[src/rtl/usb_ep_irq_pkg.sv]
// Shared types for the endpoint interrupt status block.
// Assumes the 2-bit transfer type coding used on the event port.
package usb_ep_irq_pkg;
    typedef enum logic [1:0] {
        XT_CONTROL = 2'd0,
        XT_ISO     = 2'd1,
        XT_BULK    = 2'd2,
        XT_INTR    = 2'd3
    } xfer_kind_e;
endpackage

[src/rtl/ep_event_qualify.sv]
// Decodes one transfer event plus the frame pulse into a per-endpoint
// set vector. Assumes at most one event per cycle. Output is combinational.
module ep_event_qualify
    import usb_ep_irq_pkg::*;
#(
    parameter int NUM_EP = 32,
    localparam int EP_W  = $clog2(NUM_EP)
) (
    input  logic              ev_valid,
    input  logic [EP_W-1:0]   ev_ep,
    input  logic              ev_dir_in,
    input  logic [1:0]        ev_type,
    input  logic              ev_ok,
    input  logic              ev_nak,
    input  logic              nak_irq_en,
    input  logic              frame_tick,
    input  logic [NUM_EP-1:0] iso_map,
    input  logic [NUM_EP-1:0] ep_en,
    output logic [NUM_EP-1:0] set_vec
);
    xfer_kind_e kind;
    logic       worth_irq;

    // Decide whether the event deserves an interrupt, ignoring endpoint.
    always_comb begin
        kind      = xfer_kind_e'(ev_type);
        worth_irq = 1'b0;
        if (ev_valid && kind != XT_ISO) begin
            if (ev_dir_in)
                worth_irq = ev_ok || (ev_nak && nak_irq_en);
            else
                worth_irq = ev_ok && !ev_nak;
        end
    end

    // One set line per endpoint: addressed event or frame pulse, gated by enable.
    for (genvar i = 0; i < NUM_EP; i++) begin : g_ep
        assign set_vec[i] = ep_en[i] &&
            ((worth_irq && ev_ep == EP_W'(i)) || (frame_tick && iso_map[i]));
    end
endmodule

[src/rtl/ep_err_decode.sv]
// Turns a DMA bus-error strobe into a one-hot set vector for the error bank.
// Assumes the endpoint number is valid whenever the strobe is high.
module ep_err_decode #(
    parameter int NUM_EP = 32,
    localparam int EP_W  = $clog2(NUM_EP)
) (
    input  logic              err_valid,
    input  logic [EP_W-1:0]   err_ep,
    input  logic [NUM_EP-1:0] ep_en,
    output logic [NUM_EP-1:0] set_vec
);
    // Decode the error endpoint, gated by its enable.
    for (genvar i = 0; i < NUM_EP; i++) begin : g_ep
        assign set_vec[i] = err_valid && ep_en[i] && err_ep == EP_W'(i);
    end
endmodule

[src/rtl/irq_status_bank.sv]
// One latched status bank with write-one set/clear and a registered,
// masked interrupt. Bits below RSVD_LOW are tied to 0. A set beats a
// clear on the same bit in the same cycle.
module irq_status_bank #(
    parameter int WIDTH    = 32,
    parameter int RSVD_LOW = 0
) (
    input  logic             clk,
    input  logic             rst_n,
    input  logic [WIDTH-1:0] hw_set,
    input  logic [WIDTH-1:0] sw_set,
    input  logic [WIDTH-1:0] sw_clr,
    input  logic [WIDTH-1:0] mask,
    output logic [WIDTH-1:0] stat,
    output logic             irq
);
    for (genvar i = 0; i < WIDTH; i++) begin : g_bit
        if (i < RSVD_LOW) begin : g_rsvd
            assign stat[i] = 1'b0;
        end else begin : g_live
            logic bit_q;
            // Hold the status bit; sets take priority over clears.
            always_ff @(posedge clk) begin
                if (!rst_n)
                    bit_q <= 1'b0;
                else if (hw_set[i] || sw_set[i])
                    bit_q <= 1'b1;
                else if (sw_clr[i])
                    bit_q <= 1'b0;
            end
            assign stat[i] = bit_q;
        end
    end

    // Register the masked OR of the current status.
    always_ff @(posedge clk) begin
        if (!rst_n)
            irq <= 1'b0;
        else
            irq <= |(stat & mask);
    end
endmodule

[src/rtl/usb_ep_irq_status.sv]
// Endpoint interrupt status top: a transfer bank fed by qualified endpoint
// events and frame pulses, and an error bank fed by DMA bus errors.
// Assumes single-cycle event strobes and synchronous inputs.
module usb_ep_irq_status #(
    parameter int NUM_EP       = 32,
    parameter int FIRST_ERR_EP = 2,
    localparam int EP_W        = $clog2(NUM_EP)
) (
    input  logic              clk,
    input  logic              rst_n,
    input  logic              ev_valid,
    input  logic [EP_W-1:0]   ev_ep,
    input  logic              ev_dir_in,
    input  logic [1:0]        ev_type,
    input  logic              ev_ok,
    input  logic              ev_nak,
    input  logic              nak_irq_en,
    input  logic              frame_tick,
    input  logic [NUM_EP-1:0] iso_map,
    input  logic [NUM_EP-1:0] ep_en,
    input  logic [NUM_EP-1:0] xfer_set_wr,
    input  logic [NUM_EP-1:0] xfer_clr_wr,
    input  logic [NUM_EP-1:0] xfer_irq_mask,
    output logic [NUM_EP-1:0] xfer_stat,
    output logic              xfer_irq,
    input  logic              err_valid,
    input  logic [EP_W-1:0]   err_ep,
    input  logic [NUM_EP-1:0] err_set_wr,
    input  logic [NUM_EP-1:0] err_clr_wr,
    input  logic [NUM_EP-1:0] err_irq_mask,
    output logic [NUM_EP-1:0] err_stat,
    output logic              err_irq
);
    logic [NUM_EP-1:0] xfer_hw_set;
    logic [NUM_EP-1:0] err_hw_set;

    ep_event_qualify #(.NUM_EP(NUM_EP)) u_qual (
        .ev_valid   (ev_valid),
        .ev_ep      (ev_ep),
        .ev_dir_in  (ev_dir_in),
        .ev_type    (ev_type),
        .ev_ok      (ev_ok),
        .ev_nak     (ev_nak),
        .nak_irq_en (nak_irq_en),
        .frame_tick (frame_tick),
        .iso_map    (iso_map),
        .ep_en      (ep_en),
        .set_vec    (xfer_hw_set)
    );

    ep_err_decode #(.NUM_EP(NUM_EP)) u_errdec (
        .err_valid (err_valid),
        .err_ep    (err_ep),
        .ep_en     (ep_en),
        .set_vec   (err_hw_set)
    );

    irq_status_bank #(.WIDTH(NUM_EP), .RSVD_LOW(0)) u_xfer_bank (
        .clk    (clk),
        .rst_n  (rst_n),
        .hw_set (xfer_hw_set),
        .sw_set (xfer_set_wr),
        .sw_clr (xfer_clr_wr),
        .mask   (xfer_irq_mask),
        .stat   (xfer_stat),
        .irq    (xfer_irq)
    );

    irq_status_bank #(.WIDTH(NUM_EP), .RSVD_LOW(FIRST_ERR_EP)) u_err_bank (
        .clk    (clk),
        .rst_n  (rst_n),
        .hw_set (err_hw_set),
        .sw_set (err_set_wr),
        .sw_clr (err_clr_wr),
        .mask   (err_irq_mask),
        .stat   (err_stat),
        .irq    (err_irq)
    );
endmodule

[config.mk]
export PLATFORM = sky130hd
export DESIGN_NAME = usb_ep_irq_status
export DESIGN_NICKNAME = d
export VERILOG_FILES = /design/src/rtl/usb_ep_irq_pkg.sv /design/src/rtl/ep_event_qualify.sv /design/src/rtl/ep_err_decode.sv /design/src/rtl/irq_status_bank.sv /design/src/rtl/usb_ep_irq_status.sv
export SDC_FILE = /design/constraint.sdc
export NUM_CORES = 1
export LEC_CHECK = 0
export CAP_MARGIN = 10
export CELL_PAD_IN_SITES_DETAIL_PLACEMENT = 1
export CELL_PAD_IN_SITES_GLOBAL_PLACEMENT = 2
export CORE_AREA = 2 2 133 135
export DETAILED_ROUTE_END_ITERATION = 16
export DIE_AREA = 0 0 135 137
export DONT_BUFFER_PORTS = 1
export PLACE_DENSITY_LB_ADDON = 0.1
export RECOVER_POWER = 50
export SETUP_SLACK_MARGIN = 0.3
export SYNTH_ARGS = -nofsm -noshare
export SYNTH_HDL_FRONTEND = slang
export SYNTH_SLANG_ARGS = --single-unit
[constraint.sdc]
create_clock -name clk -period 1.15 [get_ports clk]
set_input_delay 0.0575 -clock clk [delete_from_list [all_inputs] [get_ports clk]]
set_output_delay 0.0575 -clock clk [all_outputs]
set_load 0.1 [all_outputs]
# == Word-level counts from Yosys, hierarchy flattened ==
# Index checks and enable logic that the tools add are counted.
# op_classes
n_lt_le_gt_ge,0
bitwise_logic,2
n_shift,0
mux,126
eq_ne,62
div,0
n_reduce_logical,320
multipliers,0
n_addsub,0
# ops
cell,count
== test 5 bit (second input constant),32
logical AND 1 bit,159
two-way mux 1 bit,126
nonzero test 2 bit,62
logical OR 1 bit,95
== test 5 x 4 -> 1 bit (second input constant),16
bitwise AND 32 bit,2
OR reduction 32 bit,2
== test 5 x 3 -> 1 bit (second input constant),8
== test 5 x 2 -> 1 bit (second input constant),4
== test 5 x 1 -> 1 bit (second input constant),1
logical NOT 5 bit,1
!= test 2 x 1 -> 1 bit (second input constant),1
logical NOT 1 bit,1
# word_totals
memories,0
mem_bits_rw,0
romBits,0
out_inout_bits,66
ff_bits,64
latchBits,0
wordCells,574

# == Logic depth before layout (Yosys ltp) ==
# logic_depth
word_depth,9
ltp_mapped,5
depth_no_buf,4

# == Cells and area by module ==
# From an unflattened synthesis, not the netlist that was laid out.
# hier_totals
hier_cells,465
hier_area_um2,4184.0
# by_module_without_submodules
module,instances,area_per_inst_um2,seq_area_each_um2,cells_per_inst
irq_status_bank at u_xfer_bank,1,1574.0,660.6,154
irq_status_bank at u_err_bank,1,1500.2,620.6,146
ep_event_qualify,1,795.8,0.0,121
ep_err_decode,1,314.1,0.0,44

# == Worst setup path after synthesis ==
# OpenSTA, ideal clock, no wires.
# synth_path
path_kind,reg2reg
startpoint,register u_err_bank.g_bit[9].g_live.bit_q
endpoint,register u_err_bank.irq
path_stages_with_launch,5
period_less_slack_ns,1.204
required_ns,1.030
t_arrival_ns,1.084
n_path_buf,0
path_slack_ns,-0.054
setup_ns,0.120
path_cell_list,dfxtp_1 a22o_1 a221oi_1 nand4_1 o31a_1
# synth_between
elab_chain_cells,2
# synth_lines
element,line,source
"start, declared",irq_status_bank.sv:21,logic bit_q;
"start signal, assigned",irq_status_bank.sv:25,bit_q <= 1'b0;
"start signal, assigned",irq_status_bank.sv:27,bit_q <= 1'b1;
"start signal, assigned",irq_status_bank.sv:29,bit_q <= 1'b0;
bitwise AND 32 bit,irq_status_bank.sv:40,irq <= |(stat & mask);
OR reduction 32 bit,irq_status_bank.sv:40,
"end signal, assigned",irq_status_bank.sv:40,
"end, declared",irq_status_bank.sv:15,output logic irq
# No other way between the ends.
# A chain may end at the register's enable or synchronous reset.

# == Final worst setup path ==
# layout_path
startpoint,register u_err_bank.g_bit[20].g_live.bit_q
endpoint,register u_err_bank.irq
# layout_between
elab_chain_cells,2
# layout_lines
element,line
"start, declared",irq_status_bank.sv:21
"start signal, assigned",irq_status_bank.sv:25
"start signal, assigned",irq_status_bank.sv:27
"start signal, assigned",irq_status_bank.sv:29
bitwise AND 32 bit,irq_status_bank.sv:40
OR reduction 32 bit,irq_status_bank.sv:40
# No other way between the ends.

==> summary.txt <==
Outcome
  • Status: finished, violations left
  • Failing checks: negative hold slack, negative setup slack

Synthesis
  • Synth cell count leaders: buf_4 (64), dfxtp_1 (64), nor2b_1 (36), nand3_1 (35), a21oi_1 (32)
  • Count of cell types in the netlist: between 40 and 50
  • Fraction of registers with async set/reset: 0
  • Syn Area/Cell: around 8.5 um2
  • Post-synth top area cell: dfxtp_1
  • Post-synth top flop: dfxtp_1
  • Synth Register Bits: 64
  • Mapped Cells: approximately 460
  • Seq/Total Area, Yosys: 0.325
  • Yosys warns: 0
  • Leading post-synthesis cells by cell area: dfxtp_1 (33%), buf_4 (12%), a311o_1 (7.1%)
  • Share of the synthesized area in the top cell type: 0.325
  • Number of flops mapped to enable cells by yosys: 0
  • Post-Syn Area: 0.00394 mm2

Layout
  • Antenna Cells: 0
  • Share of layout cells above drive strength 1: 0.468
  • Area grow syn2layout: 62.2%
  • Area of the multi-input gates: between 0.002 and 0.0025 mm2
  • Final core occ: 0.375
  • Register Area: ~0.0014 mm2
  • Fill cells: 1,913
  • Nets: about 830

Setup path
  • CP endpoint kind: register
  • WS Path Type: register to register
  • Crit-path max FO: 2
  • Reg2reg setup slack: -0.23 ns
  • CP cell instances: a22o_1, a221oi_2, nand4_1, o31a_1
  • Slowest library cell on the worst path: dfxtp_2
  • R2r endpoint: u_err_bank.irq
  • FF-to-FF path depth: 4
  • Startpoint types: register
  • Slowest stage delay, CP: 0.32 ns
  • Reg-to-reg startpoint: u_err_bank.g_bit[20].g_live.bit_q
  • Required @ worst endpoint: 1.37 ns
  • Worst Path Arrival: about 1.6 ns

Floorplan
  • I/O pin count: 343
  • Row cnt: 48
  • Initial Util: 0.231
  • Die width: 135 um
  • Die Y: between 100 and 150 um
  • Total core area: 0.0171 mm2
  • Die area: between 0.015 and 0.02 mm2

Detailed routing
  • Initial DRC count: 126
  • Pre-Repair DR Iteration Count: 6
  • Drt total wl: between 20 and 25 mm
  • Antenna Violating Nets Remaining: 0
  • Post-DR vias/cell: just over 5
  • Number of remaining DRC errors: 0
  • Routed WL per cell: approximately 26 um
  • Via count: between 4,000 and 5,000

Timing
  • RSZ-0062 raised after global routing: yes
  • Final Setup Violations: 11
  • Final Slew Violations: 0
  • Fin. Hold Viols: between 60 and 70
  • Fin crit period: roughly 1.4 ns
  • Max frequency: about 720 MHz
  • Worst Clk Skew: between 0.006 and 0.007 ns
  • Measured slew at the worst slew-check pin: between 0.6 and 0.7 ns
  • Setup TNS: -0.611 ns
  • Final hold slack: -0.163 ns
  • Relative slew slack: 0.593
  • Final period utilization: 1.20
  • Worst setup margin: -0.232 ns

Clock tree
  • Clock sink count: 64
  • Clock transition at path regs: ~0.060 ns
  • Num CTS Buffers: 9
  • H-tree levels: 3
  • CTS root buf: clkbuf_16
  • CTS tree: built
  • CTS Buffer Depth: 2
  • Worst-skew pair later-pin latency: roughly 0.34 ns

Placement
  • GPL Wtd Cong: 0.814
  • Place WS: -0.281 ns
  • Dpl hpwl: 15.9 mm
  • Port bufs: 0

Pwr
  • Pint: between 5 and 6 mW
  • Peak supply drop: around 0.60 mV
  • Switching share of total power: 0.345
  • Logic gate share of total power: 0.344
  • Leakage: ~2.5 nW
  • Pwr Density: approximately 1300 mW/mm2
  • Clock power share: 0.353
  • Switch Pwr: 2.91 mW
  • Flop pwr share: 0.303

Run
  • Maxcap violations: 0

Global route
  • Initial antenna violation count: 0
  • GRT Util Overall: 0.211
  • Maximum number of pins on one net before global-route repair: 69
  • Vias in the first global route: about 4,600
  • First-pass GRT wire length: 27.9 mm
  • Gr ovfl total: 0

Min path
  • Worst Hold Class: input port to register
  • Hold path startpoint: rst_n
  • Hold path cells: 2
  • Worst Hold Endpoint: u_xfer_bank.g_bit[0].g_live.bit_q
[cells in the final DEF, fill, tap and decap left out, types with 15 or more instances in the layout]
cell type,netlist,layout
nor2b_1,36,15
buf_6,1,65
a32o_1,22,20
nor2b_4,1,20
inv_1,31,31
nand3_1,35,35
buf_12,0,44
a22oi_1,25,20
a311o_1,28,28
dfxtp_2,0,34
dfxtp_1,64,16
a21boi_0,30,23
a21oi_1,32,24
buf_4,64,28
[per-stage QoR]
step	hold slack, ns	cells	power [mW]	area, um2
after CTS	-0.167	764	8.54	6340
after global placement	0.158	734	4.81	4670
final	-0.163	778	8.44	6390
after floorplan	0.199	464	4.44	3980
after global routing	-0.184	778	8.74	6390
after detailed placement	0.163	734	4.82	4670
[state kept, by name (all words and copies together) (netlist names)]
signal	count
u_xfer_bank.g_bit.g_live.bit_q	32
u_err_bank.irq	1
u_err_bank.g_bit.g_live.bit_q	30
u_xfer_bank.irq	1
[power groups by stage]
| stage | logic (mW) | clock network [mW] | registers (mW) |
|---|---|---|---|
| finish | 2.90 | 2.98 | 2.56 |
| global route | 3.01 | 3.15 | 2.57 |
| floorplan | 1.89 | 0 | 2.54 |
| detailed placement | 2.26 | 0 | 2.56 |
| global placement | 2.25 | 0 | 2.56 |
| CTS | 2.90 | 3.06 | 2.58 |
[worst max-delay path by stage]
stage	from	slack, ns	cells after the start	to
2_1_floorplan	u_err_bank.g_bit[20].g_live.bit_q	0.02	4	u_err_bank.irq
3_3_place_gp	u_err_bank.g_bit[20].g_live.bit_q	-0.25	4	u_err_bank.irq
3_5_place_dp	u_err_bank.g_bit[20].g_live.bit_q	-0.28	4	u_err_bank.irq
4_1_cts	u_err_bank.g_bit[20].g_live.bit_q	-0.29	4	u_err_bank.irq
5_1_grt	u_err_bank.g_bit[20].g_live.bit_q	-0.30	4	u_err_bank.irq
6_report	u_err_bank.g_bit[20].g_live.bit_q	-0.23	4	u_err_bank.irq
[repair_timing]
action                     in CTS  in global routing
hold endpoints to repair       64                 64
pin swaps                      14                 17
buffers inserted                5                 11
setup endpoints to repair     106                109
hold buffers                    9                  3
gates resized for setup       339                 61
[layer usage]
metal / up-vias / GRT usage / share of wire
met5: - / 0 / 0
met4: 0 / 0.0903 / 0.030
met3: 33 / 0.0563 / 0.070
met2: 223 / 0.386 / 0.52
met1: 1948 / 0.229 / 0.38
li1: 1840 / - / -
[cells by family after synthesis]
family                 after synthesis  share of synthesized area
AOI/OAI and AO/OA                  165                      0.331
and+or+nand+nor                    121                      0.174
buffers and inverters              112                      0.170
DFF                                 64                      0.325
other                                1                   0.000951
[area by class of cell]
type,instances,share of cell area
clock buffers,11,0.0380
clock inverters,5,0.0125
inverters,31,0.0182
multi-input cells,288,0.362
flip-flops and latches,64,0.215
well taps,225,0.0440
repair buffers,154,0.310
[worst max-delay path, delay by kind of cell, from the launching register on]
| kind | cells | cell delay [ns] |
|---|---|---|
| AOI/OAI and AO/OA | 3 | 0.75 |
| DFF | 1 | 0.32 |
| and+or+nand+nor | 1 | 0.19 |
Power figures use the tool's default switching activity.
